===== config.mk =====
export PLATFORM = sky130hd
export DESIGN_NAME = int_exec_unit
export DESIGN_NICKNAME = d
export VERILOG_FILES = /design/src/rtl/int_exec_pkg.sv /design/src/rtl/int_exec_decode.sv /design/src/rtl/int_exec_alu.sv /design/src/rtl/int_exec_regfile.sv /design/src/rtl/int_exec_unit.sv
export SDC_FILE = /design/constraint.sdc
export NUM_CORES = 2
export LEC_CHECK = 0
export CORE_MARGIN = 1
export CORE_UTILIZATION = 70
export CTS_BUF_LIST = sky130_fd_sc_hd__clkbuf_16
export DETAILED_ROUTE_END_ITERATION = 10
export DONT_BUFFER_PORTS = 1
export HOLD_SLACK_MARGIN = 0.02
export PLACE_DENSITY = 0.93
export SLEW_MARGIN = 25
export SYNTH_ARGS = -nofsm -noshare
export SYNTH_HDL_FRONTEND = slang
export SYNTH_SLANG_ARGS = --single-unit

===== constraint.sdc =====
create_clock -name clk -period 11.93 [get_ports clk]
set_input_delay 1.7895 -clock clk [delete_from_list [all_inputs] [get_ports clk]]
set_output_delay 1.7895 -clock clk [all_outputs]
set_load 0.1 [all_outputs]

===== src/rtl/int_exec_pkg.sv =====
package int_exec_pkg;

    localparam int XLEN   = 32;
    localparam int IMM_W  = 16;
    localparam int RIDX_W = 5;

    localparam logic [5:0] OPC_RTYPE = 6'h00;
    localparam logic [5:0] OPC_ADDI  = 6'h08;
    localparam logic [5:0] OPC_ADDIU = 6'h09;
    localparam logic [5:0] OPC_ANDI  = 6'h0C;
    localparam logic [5:0] OPC_ORI   = 6'h0D;
    localparam logic [5:0] OPC_XORI  = 6'h0E;
    localparam logic [5:0] OPC_LUI   = 6'h0F;

    localparam logic [5:0] FN_ADD  = 6'h20;
    localparam logic [5:0] FN_ADDU = 6'h21;
    localparam logic [5:0] FN_SUB  = 6'h22;
    localparam logic [5:0] FN_SUBU = 6'h23;
    localparam logic [5:0] FN_AND  = 6'h24;
    localparam logic [5:0] FN_OR   = 6'h25;
    localparam logic [5:0] FN_XOR  = 6'h26;
    localparam logic [5:0] FN_NOR  = 6'h27;

    typedef enum logic [2:0] {
        ALU_ADD,
        ALU_SUB,
        ALU_AND,
        ALU_OR,
        ALU_XOR,
        ALU_NOR,
        ALU_PASSB
    } alu_op_e;

    typedef struct packed {
        logic              legal;
        logic              trap_ovf;
        logic              use_imm;
        alu_op_e           op;
        logic [RIDX_W-1:0] src_a;
        logic [RIDX_W-1:0] src_b;
        logic [RIDX_W-1:0] dst;
        logic [XLEN-1:0]   imm_ext;
    } decode_t;

    typedef struct packed {
        logic ovf;
        logic ill;
    } flag_t;

endpackage


===== src/rtl/int_exec_decode.sv =====
module int_exec_decode
    import int_exec_pkg::*;
(
    input  logic [XLEN-1:0] word,
    output decode_t         dec
);
    logic [5:0]       opc;
    logic [5:0]       fn;
    logic [IMM_W-1:0] imm;
    logic [XLEN-1:0]  imm_sx;
    logic [XLEN-1:0]  imm_zx;
    logic [XLEN-1:0]  imm_hi;

    always_comb begin
        opc    = word[31:26];
        fn     = word[5:0];
        imm    = word[IMM_W-1:0];
        imm_sx = {{(XLEN-IMM_W){imm[IMM_W-1]}}, imm};
        imm_zx = {{(XLEN-IMM_W){1'b0}}, imm};
        imm_hi = {imm, {(XLEN-IMM_W){1'b0}}};

        dec          = '0;
        dec.src_a    = word[25:21];
        dec.src_b    = word[20:16];
        dec.legal    = 1'b1;
        dec.op       = ALU_ADD;

        if (opc == OPC_RTYPE) begin
            dec.dst = word[15:11];
            unique case (fn)
                FN_ADD:  begin dec.op = ALU_ADD; dec.trap_ovf = 1'b1; end
                FN_ADDU: dec.op = ALU_ADD;
                FN_SUB:  begin dec.op = ALU_SUB; dec.trap_ovf = 1'b1; end
                FN_SUBU: dec.op = ALU_SUB;
                FN_AND:  dec.op = ALU_AND;
                FN_OR:   dec.op = ALU_OR;
                FN_XOR:  dec.op = ALU_XOR;
                FN_NOR:  dec.op = ALU_NOR;
                default: dec.legal = 1'b0;
            endcase
        end else begin
            dec.dst     = word[20:16];
            dec.use_imm = 1'b1;
            unique case (opc)
                OPC_ADDI:  begin dec.op = ALU_ADD; dec.trap_ovf = 1'b1; dec.imm_ext = imm_sx; end
                OPC_ADDIU: begin dec.op = ALU_ADD;   dec.imm_ext = imm_sx; end
                OPC_ANDI:  begin dec.op = ALU_AND;   dec.imm_ext = imm_zx; end
                OPC_ORI:   begin dec.op = ALU_OR;    dec.imm_ext = imm_zx; end
                OPC_XORI:  begin dec.op = ALU_XOR;   dec.imm_ext = imm_zx; end
                OPC_LUI:   begin dec.op = ALU_PASSB; dec.imm_ext = imm_hi; end
                default:   dec.legal = 1'b0;
            endcase
        end
    end
endmodule


===== src/rtl/int_exec_alu.sv =====
module int_exec_alu
    import int_exec_pkg::*;
(
    input  alu_op_e         op,
    input  logic [XLEN-1:0] opa,
    input  logic [XLEN-1:0] opb,
    output logic [XLEN-1:0] res,
    output logic            sovf
);
    localparam int MSB = XLEN - 1;

    always_comb begin
        res  = '0;
        sovf = 1'b0;
        unique case (op)
            ALU_ADD: begin
                res  = opa + opb;
                sovf = (opa[MSB] == opb[MSB]) && (res[MSB] != opa[MSB]);
            end
            ALU_SUB: begin
                res  = opa - opb;
                sovf = (opa[MSB] != opb[MSB]) && (res[MSB] != opa[MSB]);
            end
            ALU_AND:   res = opa & opb;
            ALU_OR:    res = opa | opb;
            ALU_XOR:   res = opa ^ opb;
            ALU_NOR:   res = ~(opa | opb);
            ALU_PASSB: res = opb;
            default:   res = '0;
        endcase
    end
endmodule


===== src/rtl/int_exec_regfile.sv =====
module int_exec_regfile
    import int_exec_pkg::*;
#(
    parameter int NREG = 32,
    parameter int AW   = $clog2(NREG)
) (
    input  logic            clk,
    input  logic            rst_n,
    input  logic            wr_en,
    input  logic [AW-1:0]   wr_addr,
    input  logic [XLEN-1:0] wr_data,
    input  logic [AW-1:0]   ra_addr,
    input  logic [AW-1:0]   rb_addr,
    input  logic [AW-1:0]   rc_addr,
    output logic [XLEN-1:0] ra_data,
    output logic [XLEN-1:0] rb_data,
    output logic [XLEN-1:0] rc_data
);
    logic [NREG-1:0][XLEN-1:0] regs_d;
    logic [NREG-1:0][XLEN-1:0] regs_q;

    always_comb begin
        regs_d = regs_q;
        if (wr_en && (wr_addr != '0)) begin
            regs_d[wr_addr] = wr_data;
        end
        regs_d[0] = '0;
    end

    always_ff @(posedge clk or negedge rst_n) begin
        if (!rst_n) begin
            regs_q <= '0;
        end else begin
            regs_q <= regs_d;
        end
    end

    assign ra_data = regs_q[ra_addr];
    assign rb_data = regs_q[rb_addr];
    assign rc_data = regs_q[rc_addr];


    hold_when_idle_chk: assert property (@(posedge clk) disable iff (!rst_n)
        !wr_en |=> $stable(regs_q));
endmodule


===== src/rtl/int_exec_unit.sv =====
module int_exec_unit
    import int_exec_pkg::*;
#(
    parameter int NREG = 32,
    parameter int AW   = $clog2(NREG)
) (
    input  logic            clk,
    input  logic            rst_n,
    input  logic            instr_valid,
    input  logic [XLEN-1:0] instr_word,
    input  logic [AW-1:0]   dbg_addr,
    output logic [XLEN-1:0] dbg_data,
    output logic            ovf_flag,
    output logic            illegal_flag
);
    decode_t         dec;
    logic [XLEN-1:0] rs_val;
    logic [XLEN-1:0] rt_val;
    logic [XLEN-1:0] opb;
    logic [XLEN-1:0] alu_res;
    logic            alu_ovf;
    logic            wr_en;
    flag_t           flags_d;
    flag_t           flags_q;

    int_exec_decode u_dec (
        .word (instr_word),
        .dec  (dec)
    );

    int_exec_regfile #(.NREG(NREG), .AW(AW)) u_rf (
        .clk     (clk),
        .rst_n   (rst_n),
        .wr_en   (wr_en),
        .wr_addr (dec.dst),
        .wr_data (alu_res),
        .ra_addr (dec.src_a),
        .rb_addr (dec.src_b),
        .rc_addr (dbg_addr),
        .ra_data (rs_val),
        .rb_data (rt_val),
        .rc_data (dbg_data)
    );

    assign opb = dec.use_imm ? dec.imm_ext : rt_val;

    int_exec_alu u_alu (
        .op   (dec.op),
        .opa  (rs_val),
        .opb  (opb),
        .res  (alu_res),
        .sovf (alu_ovf)
    );

    always_comb begin
        flags_d.ovf = instr_valid && dec.legal && dec.trap_ovf && alu_ovf;
        flags_d.ill = instr_valid && !dec.legal;
        wr_en       = instr_valid && dec.legal && !(dec.trap_ovf && alu_ovf);
    end

    always_ff @(posedge clk or negedge rst_n) begin
        if (!rst_n) begin
            flags_q <= '0;
        end else begin
            flags_q <= flags_d;
        end
    end

    assign ovf_flag     = flags_q.ovf;
    assign illegal_flag = flags_q.ill;


    zero_reg_chk: assert property (@(posedge clk) disable iff (!rst_n)
        (dbg_addr == '0) |-> (dbg_data == '0));


    ovf_origin_chk: assert property (@(posedge clk) disable iff (!rst_n)
        ovf_flag |-> $past(instr_valid));


    illegal_origin_chk: assert property (@(posedge clk) disable iff (!rst_n)
        illegal_flag |-> $past(instr_valid));


    flag_excl_chk: assert property (@(posedge clk) disable iff (!rst_n)
        !(ovf_flag && illegal_flag));
endmodule


==> impl_metrics.toml <==
[sta]
skew_ps = 29.91
hold_viol = 0
tightest_slew_ps = 1179
slew_headroom_pct = 21.39
finalSetupViolations = 0
period_share_pct = 76.61
fin_setup_tns_ps = 0
rsz0062_at_grt = "false"
min_period_ps = 9140
max_freq_mhz = 109.4
slew_violations = 0
fin_ws_ps = 2790

[cells_and_area]
nNetsFinal = 4453
area_growth_pct = 5.851
final_util_pct = 74.75
finalNonFillerCells = 5668
drive_gt1_share_pct = 46.17

[floorplan]
die_width_um = 311.4
core_um2 = 94870
rows = 113
start_util_pct = 70.62
die_h_um = 311.4
design.die.area_um2 = 96950
pin_count = 74

[synthesis]
synth_ff_type = "dfrtp_1"
synth_top_area_share_pct = 37.13
yosys.area.top_type = "dfrtp_1"
synth_top_family_by_area = "multiplexers"
synthCells = 4655
synth.area.top_cells = "dfrtp_1 37%, mux4_2 29%, mux2_2 15%"
synthSimpleGateAreaFrac_pct = 3.081
synthAdderAreaFrac_pct = 1.890
yosysMostFrequentCell = "dfrtp_1"
synth_common_cells = "994 x dfrtp_1, 869 x mux2_2, 862 x mux4_2"
synthArstFlopShare_pct = 100.0
syn_nets = 4795
yosysSeqAreaShare_pct = 37.13
ys_warn_count = 0
synth_edf_count = 0
synthXorXnorAreaFrac_pct = 0.2092
synth-compound-area-share_pct = 5.166
synth_mux_area_share_pct = 48.70
synth_seq_cells = 994
syn_area_um2 = 67000
synth_cell_type_count = 89
synth_area_per_cell_um2 = 14.39

[placed_design]
io_buffers = 0
gp_congestion = 1.043
placed_cells = 5462
place_ws_ps = 2524
post-dp-hpwl_mm = 117.4

[clock_network]
clkSinkCount = 994
cts_buffer_depth = 3
cts.htree.levels = 3
clkTransAtPathRegs_ps = 60
cts_tree = "built"
clk_latency_ps = 740
cts_setup_buffers = 0
root_buffer = "clkbuf_16"
cts_resized = 0
cts_buffers = 102
cts_hold_buf = 0

[worst_setup_path]
worst_ep_required_time_ps = 12510
critPathArrivalTime_ps = 9720
critical_path_class = "in2reg"
critPathTopFamily = "compound AO/OA/AOI/OAI gates"
cp_cell_sequence = "nor2b_4 > buf_4 > a22o_1 > mux4_2 > nor2_1 > o31ai_1 > inv_1 > ha_1 > o311ai_0 > nand3_1 > a31oi_1 > a21oi_1 > o31ai_1 > nor4b_1 > o2bb2ai_4 > buf_16 > and3_2 > buf_4 > mux2_1"
crit_path_top_delay_cell = "and3_2"
cpPeakStageDelay_ps = 920
cp.buffers_inverters = 4
start_kind = "input port"
cp-end-kind = "register"
cp_max_fo = 258

[global_route]
overflow = 0
grt_pass1_wl_mm = 321.6
grt_max_degree = 995
gr-usage-all-layers_pct = 45.08
antenna_found_initial = 12
grt_pass1_vias = 48690

[power]
powerDensity_nw_per_um2 = 102.2
peakVddDrop_v = 0.0001172
power_mw = 7.251
p_leak_nw = 31.37

[route]
first_iter_violations = 7413
ant_nets = 0
drc = 0
routedWlPerCell_um = 38.13
drtPass1Iterations = 9
viasPerCell = 8.436
num_vias = 47820
wirelength_mm = 216.1

[worst_hold_path]
hold_path_class = "reg2reg"

[run]
max_cap_viol_count = 0

[outcome]
status = "finished clean"
-- final timing paths --
kind | startpoint | endpoint | slack (ps) | cells after the start
setup / recovery | instr_word[16] | u_rf.regs_q[830] | 2790 | 19
hold / removal | u_rf.regs_q[600] | u_rf.regs_q[600] | 540 | 1
setup reg to reg | u_rf.regs_q[634] | u_rf.regs_q[830] | 4510 | 17
hold reg to reg | u_rf.regs_q[600] | u_rf.regs_q[600] | 540 | 1
max in group asynchronous | rst_n | u_rf.regs_q[734] | 8520 | 3
min in group asynchronous | rst_n | u_rf.regs_q[649] | 770 | 0
-- cell families (layout without fill, tap and decap cells) --
| kind of cell | after synthesis | after routing |
|---|---|---|
| AO/OA/AOI/OAI | 477 | 477 |
| XOR/XNOR | 16 | 16 |
| adder cells (fa/ha/maj) | 100 | 100 |
| buffers and inverters | 611 | 353 |
| flip-flops | 994 | 994 |
| multiplexers | 2040 | 2040 |
| other | 0 | 6 |
| AND/OR/NAND/NOR | 417 | 417 |
-- cells in the final DEF, fill, tap and decap left out, types with 11 or more instances in the layout --
| cell type | count |
|---|---|
| a211oi_1 | 20 |
| a21o_1 | 17 |
| a21oi_1 | 83 |
| a222oi_1 | 12 |
| a22o_1 | 94 |
| a22oi_1 | 21 |
| a31oi_1 | 16 |
| and3_2 | 12 |
| buf_4 | 52 |
| bufinv_16 | 12 |
| clkbuf_16 | 106 |
| clkinv_1 | 22 |
| clkinv_2 | 16 |
| dfrtp_1 | 994 |
| ha_1 | 98 |
| inv_1 | 111 |
| mux2_1 | 270 |
| mux2_2 | 869 |
| mux2i_1 | 39 |
| mux4_2 | 862 |
| nand2_1 | 115 |
| nand2b_1 | 15 |
| nand3_1 | 15 |
| nand3_4 | 15 |
| nor2_1 | 118 |
| nor2b_1 | 35 |
| nor3_1 | 19 |
| nor4_1 | 11 |
| o211ai_1 | 13 |
| o21ai_0 | 64 |
| o31ai_1 | 25 |
| xnor2_1 | 11 |
-- cell type report --
class                           count  area, um^2
Clock buffer                      106        2653
Multi-Input combinational cell   3050       39910
Tap cell                         1265        1583
Inverter                           96       360.3
Antenna cell                        6       15.01
Fill cell                        5239       23950
Timing Repair Buffer               69       805.8
Clock inverter                     82       718.2
Sequential cell                   994       24870
-- worst register-to-register path: stages (launching register included) --
cell and delay (ps):
dfrtp_1 420, mux4_2 510, mux4_2 490, mux2i_1 230, a22oi_1 140, ha_1 620, inv_2 140, a21oi_1 230
o31ai_1 160, a2111oi_1 850, nand2b_1 140, o31ai_1 410, nor4b_1 170, o2bb2ai_4 660, buf_16 240, and3_2 930
buf_4 560, mux2_1 400
-- registers in the layout, indices dropped and copies added, names as in the netlist --
signal	count
u_rf.regs_q	992
ovf_flag	1
illegal_flag	1
-- where the power goes --
part           total (mW)  switching (mW)  internal [mW]
clock                3.30            1.44           1.87
sequential           3.44          0.0346           3.40
combinational       0.511           0.265          0.246
-- stage by stage --
step | hold WS (ps) | instance area [um^2]
after floorplan | 486.9 | 67000
after global placement | 499.3 | 67040
after detailed placement | 518.6 | 67200
after CTS | 535.4 | 70570
after global routing | 558.4 | 70900
final | 538.7 | 70920
-- metal layers --
layer  GRT usage, %  wire length, um
met3          17.21            33100
met4          29.87            16530
met5              0              126
met2          64.46            96130
met1          57.83            70230
Note: power is estimated with default switching activity, not from simulation.
